`config.mk`:
```
export PLATFORM = sky130hd
export DESIGN_NAME = uart_rx_buffer
export DESIGN_NICKNAME = d
export VERILOG_FILES = /design/src/rtl/uart_rxb_pkg.sv /design/src/rtl/rxb_rst_sync.sv /design/src/rtl/rxb_shift.sv /design/src/rtl/rxb_store.sv /design/src/rtl/rxb_regs.sv /design/src/rtl/uart_rx_buffer.sv
export SDC_FILE = /design/constraint.sdc
export NUM_CORES = 1
export LEC_CHECK = 0
export BUFFER_PORTS_ARGS = -buffer_cell sky130_fd_sc_hd__buf_2
export CAP_MARGIN = 20
export CELL_PAD_IN_SITES_DETAIL_PLACEMENT = 0
export CELL_PAD_IN_SITES_GLOBAL_PLACEMENT = 1
export CORE_MARGIN = 2
export CORE_UTILIZATION = 41
export DETAILED_ROUTE_END_ITERATION = 8
export HOLD_SLACK_MARGIN = 0.15
export PLACE_DENSITY = 0.73
export SETUP_SLACK_MARGIN = 0.5
export SLEW_MARGIN = 20
export SYNTH_ARGS = -nofsm -noshare
export SYNTH_HDL_FRONTEND = slang
export SYNTH_HIERARCHICAL = 1
export SYNTH_SLANG_ARGS = --single-unit
```
`constraint.sdc`:
```
create_clock -name clk -period 1.6 [get_ports clk]
set_input_delay 0.32 -clock clk [delete_from_list [all_inputs] [get_ports clk]]
set_output_delay 0.32 -clock clk [all_outputs]
set_load 0.01 [all_outputs]
```
`src/rtl/uart_rxb_pkg.sv`:
```
package uart_rxb_pkg;

  typedef struct packed {
    logic pe;
    logic ovr;
    logic fe;
  } rxb_flags_t;

  localparam logic ADDR_STATUS = 1'b0;
  localparam logic ADDR_DATA   = 1'b1;

  localparam int ST_RXC = 0;
  localparam int ST_FE  = 1;
  localparam int ST_OVR = 2;
  localparam int ST_PE  = 3;

endpackage

```
`src/rtl/rxb_rst_sync.sv`:
```
module rxb_rst_sync (
  input  logic clk,
  input  logic rst_n,
  output logic rst_n_s
);

  logic [1:0] sync_q;

  always_ff @(posedge clk or negedge rst_n) begin
    if (!rst_n) sync_q <= 2'b00;
    else        sync_q <= {sync_q[0], 1'b1};
  end

  assign rst_n_s = sync_q[1];

endmodule

```
`src/rtl/rxb_shift.sv`:
```
module rxb_shift
  import uart_rxb_pkg::*;
#(
  parameter int DATA_W = 8
) (
  input  logic              clk,
  input  logic              rst_n,
  input  logic              rx_en,
  input  logic              par_en,
  input  logic              start_det,
  input  logic              frame_done,
  input  logic [DATA_W-1:0] frame_data,
  input  logic              frame_stop1,
  input  logic              frame_par_bad,
  input  logic              buf_full,
  input  logic              pop,
  output logic              hold_valid,
  output logic              ovr_pend,
  output logic              overrun,
  output logic              push,
  output logic [DATA_W-1:0] push_data,
  output rxb_flags_t        push_flags
);

  logic              valid_q, valid_n;
  logic              pend_q, pend_n;
  logic [DATA_W-1:0] data_q, data_n;
  logic              fe_q, fe_n;
  logic              pe_q, pe_n;
  logic              load_en;

  assign push    = rx_en && valid_q && (!buf_full || pop);
  assign overrun = rx_en && start_det && valid_q && buf_full && !pop;
  assign load_en = rx_en && frame_done;

  always_comb begin
    valid_n = valid_q;
    pend_n  = pend_q;
    if (!rx_en) begin
      valid_n = 1'b0;
      pend_n  = 1'b0;
    end else begin
      if (overrun)   pend_n = 1'b1;
      else if (push) pend_n = 1'b0;
      if (frame_done)                 valid_n = 1'b1;
      else if (push || overrun)       valid_n = 1'b0;
    end
  end

  always_comb begin
    data_n = data_q;
    fe_n   = fe_q;
    pe_n   = pe_q;
    if (load_en) begin
      data_n = frame_data;
      fe_n   = !frame_stop1;
      pe_n   = frame_par_bad && par_en;
    end
  end

  always_ff @(posedge clk or negedge rst_n) begin
    if (!rst_n) begin
      valid_q <= 1'b0;
      pend_q  <= 1'b0;
    end else begin
      valid_q <= valid_n;
      pend_q  <= pend_n;
    end
  end

  always_ff @(posedge clk or negedge rst_n) begin
    if (!rst_n) begin
      data_q <= '0;
      fe_q   <= 1'b0;
      pe_q   <= 1'b0;
    end else if (load_en) begin
      data_q <= data_n;
      fe_q   <= fe_n;
      pe_q   <= pe_n;
    end
  end

  assign hold_valid     = valid_q;
  assign ovr_pend       = pend_q;
  assign push_data      = data_q;
  assign push_flags.fe  = fe_q;
  assign push_flags.pe  = pe_q;
  assign push_flags.ovr = pend_q;

endmodule

```
`src/rtl/rxb_store.sv`:
```
module rxb_store
  import uart_rxb_pkg::*;
#(
  parameter int DATA_W = 8,
  parameter int DEPTH  = 2
) (
  input  logic                       clk,
  input  logic                       rst_n,
  input  logic                       flush,
  input  logic                       push,
  input  logic [DATA_W-1:0]          push_data,
  input  rxb_flags_t                 push_flags,
  input  logic                       pop_req,
  output logic                       pop,
  output logic [$clog2(DEPTH+1)-1:0] count,
  output logic                       full,
  output logic                       empty,
  output logic [DATA_W-1:0]          head_data,
  output rxb_flags_t                 head_flags,
  output logic [DATA_W-1:0]          last_data
);

  localparam int PW = (DEPTH > 1) ? $clog2(DEPTH) : 1;
  localparam int CW = $clog2(DEPTH + 1);

  logic [DATA_W-1:0] slot_data [DEPTH];
  rxb_flags_t        slot_flags [DEPTH];

  logic [PW-1:0]     wr_ptr_q, wr_ptr_n;
  logic [PW-1:0]     rd_ptr_q, rd_ptr_n;
  logic [CW-1:0]     count_q, count_n;
  logic [DATA_W-1:0] last_q;

  function automatic logic [PW-1:0] bump(input logic [PW-1:0] p);
    if (p == PW'(DEPTH - 1)) return '0;
    return p + 1'b1;
  endfunction

  assign empty = (count_q == '0);
  assign full  = (count_q == CW'(DEPTH));
  assign pop   = pop_req && !empty && !flush;

  always_comb begin
    wr_ptr_n = wr_ptr_q;
    rd_ptr_n = rd_ptr_q;
    count_n  = count_q;
    if (flush) begin
      wr_ptr_n = '0;
      rd_ptr_n = '0;
      count_n  = '0;
    end else begin
      if (push) wr_ptr_n = bump(wr_ptr_q);
      if (pop)  rd_ptr_n = bump(rd_ptr_q);
      case ({push, pop})
        2'b10:   count_n = count_q + 1'b1;
        2'b01:   count_n = count_q - 1'b1;
        default: count_n = count_q;
      endcase
    end
  end

  always_ff @(posedge clk or negedge rst_n) begin
    if (!rst_n) begin
      wr_ptr_q <= '0;
      rd_ptr_q <= '0;
      count_q  <= '0;
    end else begin
      wr_ptr_q <= wr_ptr_n;
      rd_ptr_q <= rd_ptr_n;
      count_q  <= count_n;
    end
  end

  for (genvar i = 0; i < DEPTH; i++) begin : g_slot
    always_ff @(posedge clk) begin
      if (push && !flush && (wr_ptr_q == PW'(i))) begin
        slot_data[i]  <= push_data;
        slot_flags[i] <= push_flags;
      end
    end
  end

  always_ff @(posedge clk or negedge rst_n) begin
    if (!rst_n)   last_q <= '0;
    else if (pop) last_q <= slot_data[rd_ptr_q];
  end

  assign head_data  = slot_data[rd_ptr_q];
  assign head_flags = slot_flags[rd_ptr_q];
  assign last_data  = last_q;
  assign count      = count_q;

endmodule

```
`src/rtl/rxb_regs.sv`:
```
module rxb_regs
  import uart_rxb_pkg::*;
#(
  parameter int DATA_W = 8
) (
  input  logic              rd_addr,
  input  logic              empty,
  input  logic [DATA_W-1:0] head_data,
  input  rxb_flags_t        head_flags,
  input  logic [DATA_W-1:0] last_data,
  input  logic              rxc_ie,
  input  logic              st_wr_en,
  input  logic [DATA_W-1:0] st_wr_data,
  output logic [DATA_W-1:0] rd_data,
  output logic              rxc,
  output logic              irq
);

  logic [DATA_W-1:0] status;
  logic              unused_wr;

  assign unused_wr = st_wr_en ^ (^st_wr_data);
  assign rxc       = !empty;
  assign irq       = rxc_ie && rxc;

  always_comb begin
    status         = '0;
    status[ST_RXC] = rxc;
    if (rxc) begin
      status[ST_FE]  = head_flags.fe;
      status[ST_OVR] = head_flags.ovr;
      status[ST_PE]  = head_flags.pe;
    end
  end

  always_comb begin
    if (rd_addr == ADDR_STATUS) rd_data = status;
    else if (rxc)               rd_data = head_data;
    else                        rd_data = last_data;
  end

endmodule

```
`src/rtl/uart_rx_buffer.sv`:
```
module uart_rx_buffer
  import uart_rxb_pkg::*;
#(
  parameter int DATA_W = 8,
  parameter int DEPTH  = 2
) (
  input  logic              clk,
  input  logic              rst_n,
  input  logic              rx_en,
  input  logic              rxc_ie,
  input  logic              par_en,
  input  logic              start_det,
  input  logic              frame_done,
  input  logic [DATA_W-1:0] frame_data,
  input  logic              frame_stop1,
  input  logic              frame_par_bad,
  input  logic              rd_en,
  input  logic              rd_addr,
  output logic [DATA_W-1:0] rd_data,
  input  logic              st_wr_en,
  input  logic [DATA_W-1:0] st_wr_data,
  output logic              rxc,
  output logic              irq
);

  localparam int CW = $clog2(DEPTH + 1);

  logic              rst_n_s;
  logic              pop_req, pop, push, overrun;
  logic              buf_full, buf_empty, hold_valid, ovr_pend;
  logic [CW-1:0]     count;
  logic [DATA_W-1:0] push_data, head_data, last_data;
  rxb_flags_t        push_flags, head_flags;

  assign pop_req = rd_en && (rd_addr == ADDR_DATA);

  rxb_rst_sync u_rst (
    .clk     (clk),
    .rst_n   (rst_n),
    .rst_n_s (rst_n_s)
  );

  rxb_shift #(.DATA_W(DATA_W)) u_shift (
    .clk           (clk),
    .rst_n         (rst_n_s),
    .rx_en         (rx_en),
    .par_en        (par_en),
    .start_det     (start_det),
    .frame_done    (frame_done),
    .frame_data    (frame_data),
    .frame_stop1   (frame_stop1),
    .frame_par_bad (frame_par_bad),
    .buf_full      (buf_full),
    .pop           (pop),
    .hold_valid    (hold_valid),
    .ovr_pend      (ovr_pend),
    .overrun       (overrun),
    .push          (push),
    .push_data     (push_data),
    .push_flags    (push_flags)
  );

  rxb_store #(.DATA_W(DATA_W), .DEPTH(DEPTH)) u_store (
    .clk        (clk),
    .rst_n      (rst_n_s),
    .flush      (!rx_en),
    .push       (push),
    .push_data  (push_data),
    .push_flags (push_flags),
    .pop_req    (pop_req),
    .pop        (pop),
    .count      (count),
    .full       (buf_full),
    .empty      (buf_empty),
    .head_data  (head_data),
    .head_flags (head_flags),
    .last_data  (last_data)
  );

  rxb_regs #(.DATA_W(DATA_W)) u_regs (
    .rd_addr    (rd_addr),
    .empty      (buf_empty),
    .head_data  (head_data),
    .head_flags (head_flags),
    .last_data  (last_data),
    .rxc_ie     (rxc_ie),
    .st_wr_en   (st_wr_en),
    .st_wr_data (st_wr_data),
    .rd_data    (rd_data),
    .rxc        (rxc),
    .irq        (irq)
  );

endmodule

```
==> flow_summary.toml <==
[run_status]
status = "finished with violations"
violations = "setup timing"

[worst_setup_path]
ff2ff_setup_slack_ps = -160
cp_slowest_stage_delay_ps = 490
path_cells = "mux2_4, mux2_4, a22o_1, buf_2"
worstPathArrival_ps = 1720
criticalPathCategory = "flip-flop to primary output"
endpoint_kind = "primary output"
reg2regPathDepth = 10
startpoint_type = "flip-flop"
endpoint = "rd_data[1]"
required_ps = 1280
r2r-end = "u_store/slot_data[1][3]"
worstPathMaxFanout = 7
r2r-start = "u_store/count[0]"
slowest_stage = "dfrtp_2"
cp-startpoint = "u_store/rd_ptr_q"
cp_common_cell = "mux2_4"

[global_routing]
grt_max_degree = 25
grt-ovfl-total = 0
grt_pass1_wl_um = 6670
grt_pass1_vias = 1365
antenna_found_initial = 0
grt_use_total_pct = 14.9

[synth]
syn_inst = 139
yosys_warnings = 6
syn_area_mm2 = 0.00213
avgSynthCellArea_um2 = 15.3
synth_fp_nets = 167

[drt]
drt-initial-drc-count = 28
drt_pass1_iterations = 4
num_vias = 1277
drt_wl_total_um = 4120
wl_per_cell_um = 15.2
viasPerCell = 4.71
drc_errors = 0
ant_nets = 0

[timing]
min_period_ps = 2040
holdWs_ps = 184
fin_skew_ps = 6.51
rsz0062_at_grt = "true"
setup_slack_ps = -441
max_freq_mhz = 490
finalSetupViolCount = 34
hold_viol = 0
period_share_pct = 128
slew_viol_final = 0

[cts]
cts_max_level = 2
cts_made_buffers = 5
cts.sinks = 48
cts_buffer_depth = 2
worstSkewPairLatency_ps = 290
clkTransAtPathRegs_ps = 80
cts-root-buf = "clkbuf_8"
tritoncts = "yes"

[floorplanning]
coreArea_mm2 = 0.00504
die_h_um = 76.1
die_area_mm2 = 0.00578
start_util_pct = 42.2
rows = 26
die_w_um = 76.1
io_pins = 38

[finish]
final_common_cell = "buf_2"
layout-drive-gt1-share_pct = 57.2
n_fill_cell = 397
syn_to_final_growth_pct = 36.6
fin_nets = 228
n_antenna_cell = 0
fin_cells = 271
stdcell_area_mm2 = 0.00291
final_cell_mix = "buf_2, dfrtp_1, edfxtp_1, mux2_4"

[worst_hold_path]
holdCritPathClass = "primary input to flip-flop"

[power_and_ir_drop]
p_leak_nw = 1.30
power_density_mw_per_mm2 = 866
finalPower_mw = 2.52
peakVddDrop_v = 0.000707

[placed_design]
port_buffers = 28
place_hpwl_um = 2680
placed_cells = 247
gp_congestion = 0.746
post-place-ws_ps = -152
dpl_cell_area_mm2 = 0.00250

[run]
cap_violations = 0
==> flip-flops by register name, summed over array words and instances, names as in the netlist <==
signal,flops
u_rst/sync_q,2
u_shift/fe_q,1
u_shift/hold_valid,1
u_shift/ovr_pend,1
u_shift/pe_q,1
u_shift/push_data,8
u_store/count,2
u_store/last_data,8
u_store/rd_ptr_q,1
u_store/slot_data,16
u_store/slot_flags,6
u_store/wr_ptr_q,1
==> layer usage <==
metal  GRT usage (%)  vias to the layer above  share of wire (%)
met2            27.1                       19                 55
li1                -                      617                  -
met3            4.27                        7                3.3
met4            6.18                        0                2.0
met5               0                        -                  0
met1            16.2                      634                 39
==> worst max-delay path: cells and delay by family, from the launching register on <==
family	cells	cell delay [ps]
buf+inv	1	140
flops	1	490
compound gates	1	180
mux	2	620
==> where the power goes <==
part / total, mW / switching (mW) / internal, mW
registers: 1.46 / 0.0586 / 1.40
logic: 0.373 / 0.145 / 0.228
clock network: 0.689 / 0.377 / 0.312
total: 2.52 / 0.581 / 1.94
==> through the flow <==
stage,TNS [ps],util [%]
floorplan,-860,-
finish,-5590,57.7
detailed placement,-1050,49.6
CTS,-3280,55.2
global placement,-729,49.6
global route,-7580,57.7
==> worst min-delay path by stage <==
| stage | endpoint | cells past startpoint | slack, ps | start |
|---|---|---|---|---|
| 6_report | u_shift/fe_q | 2 | 180 | frame_stop1 |
| 3_5_place_dp | u_rst/sync_q[0] | 1 | 110 | rst_n |
| 3_3_place_gp | u_rst/sync_q[0] | 1 | 100 | rst_n |
| 2_1_floorplan | u_rst/sync_q[0] | 0 | 20 | rst_n |
| 4_1_cts | u_shift/fe_q | 2 | 170 | frame_stop1 |
| 5_1_grt | u_shift/fe_q | 2 | 180 | frame_stop1 |
==> timing repair <==
item / CTS / global route
buffers inserted: 7 / 4
endpoints found under the hold margin: 2 / 0
gates cloned: 2 / 2
hold buffers: 1 / 0
resized for setup: 22 / 12
setup endpoints to repair: 46 / 46
pin swaps: 5 / 2
==> area by class of cell <==
class | instances | area [µm²] | area share (%)
sequential | 48 | 1310 | 45.1
timing repair buffer | 60 | 551 | 18.9
inverter | 5 | 18.8 | 0.645
tap | 70 | 87.6 | 3.01
clock buffer | 7 | 76.3 | 2.62
multi-input combinational | 80 | 853 | 29.3
clock inverter | 1 | 8.76 | 0.301
Note: power is estimated with default switching activity, not from simulation.
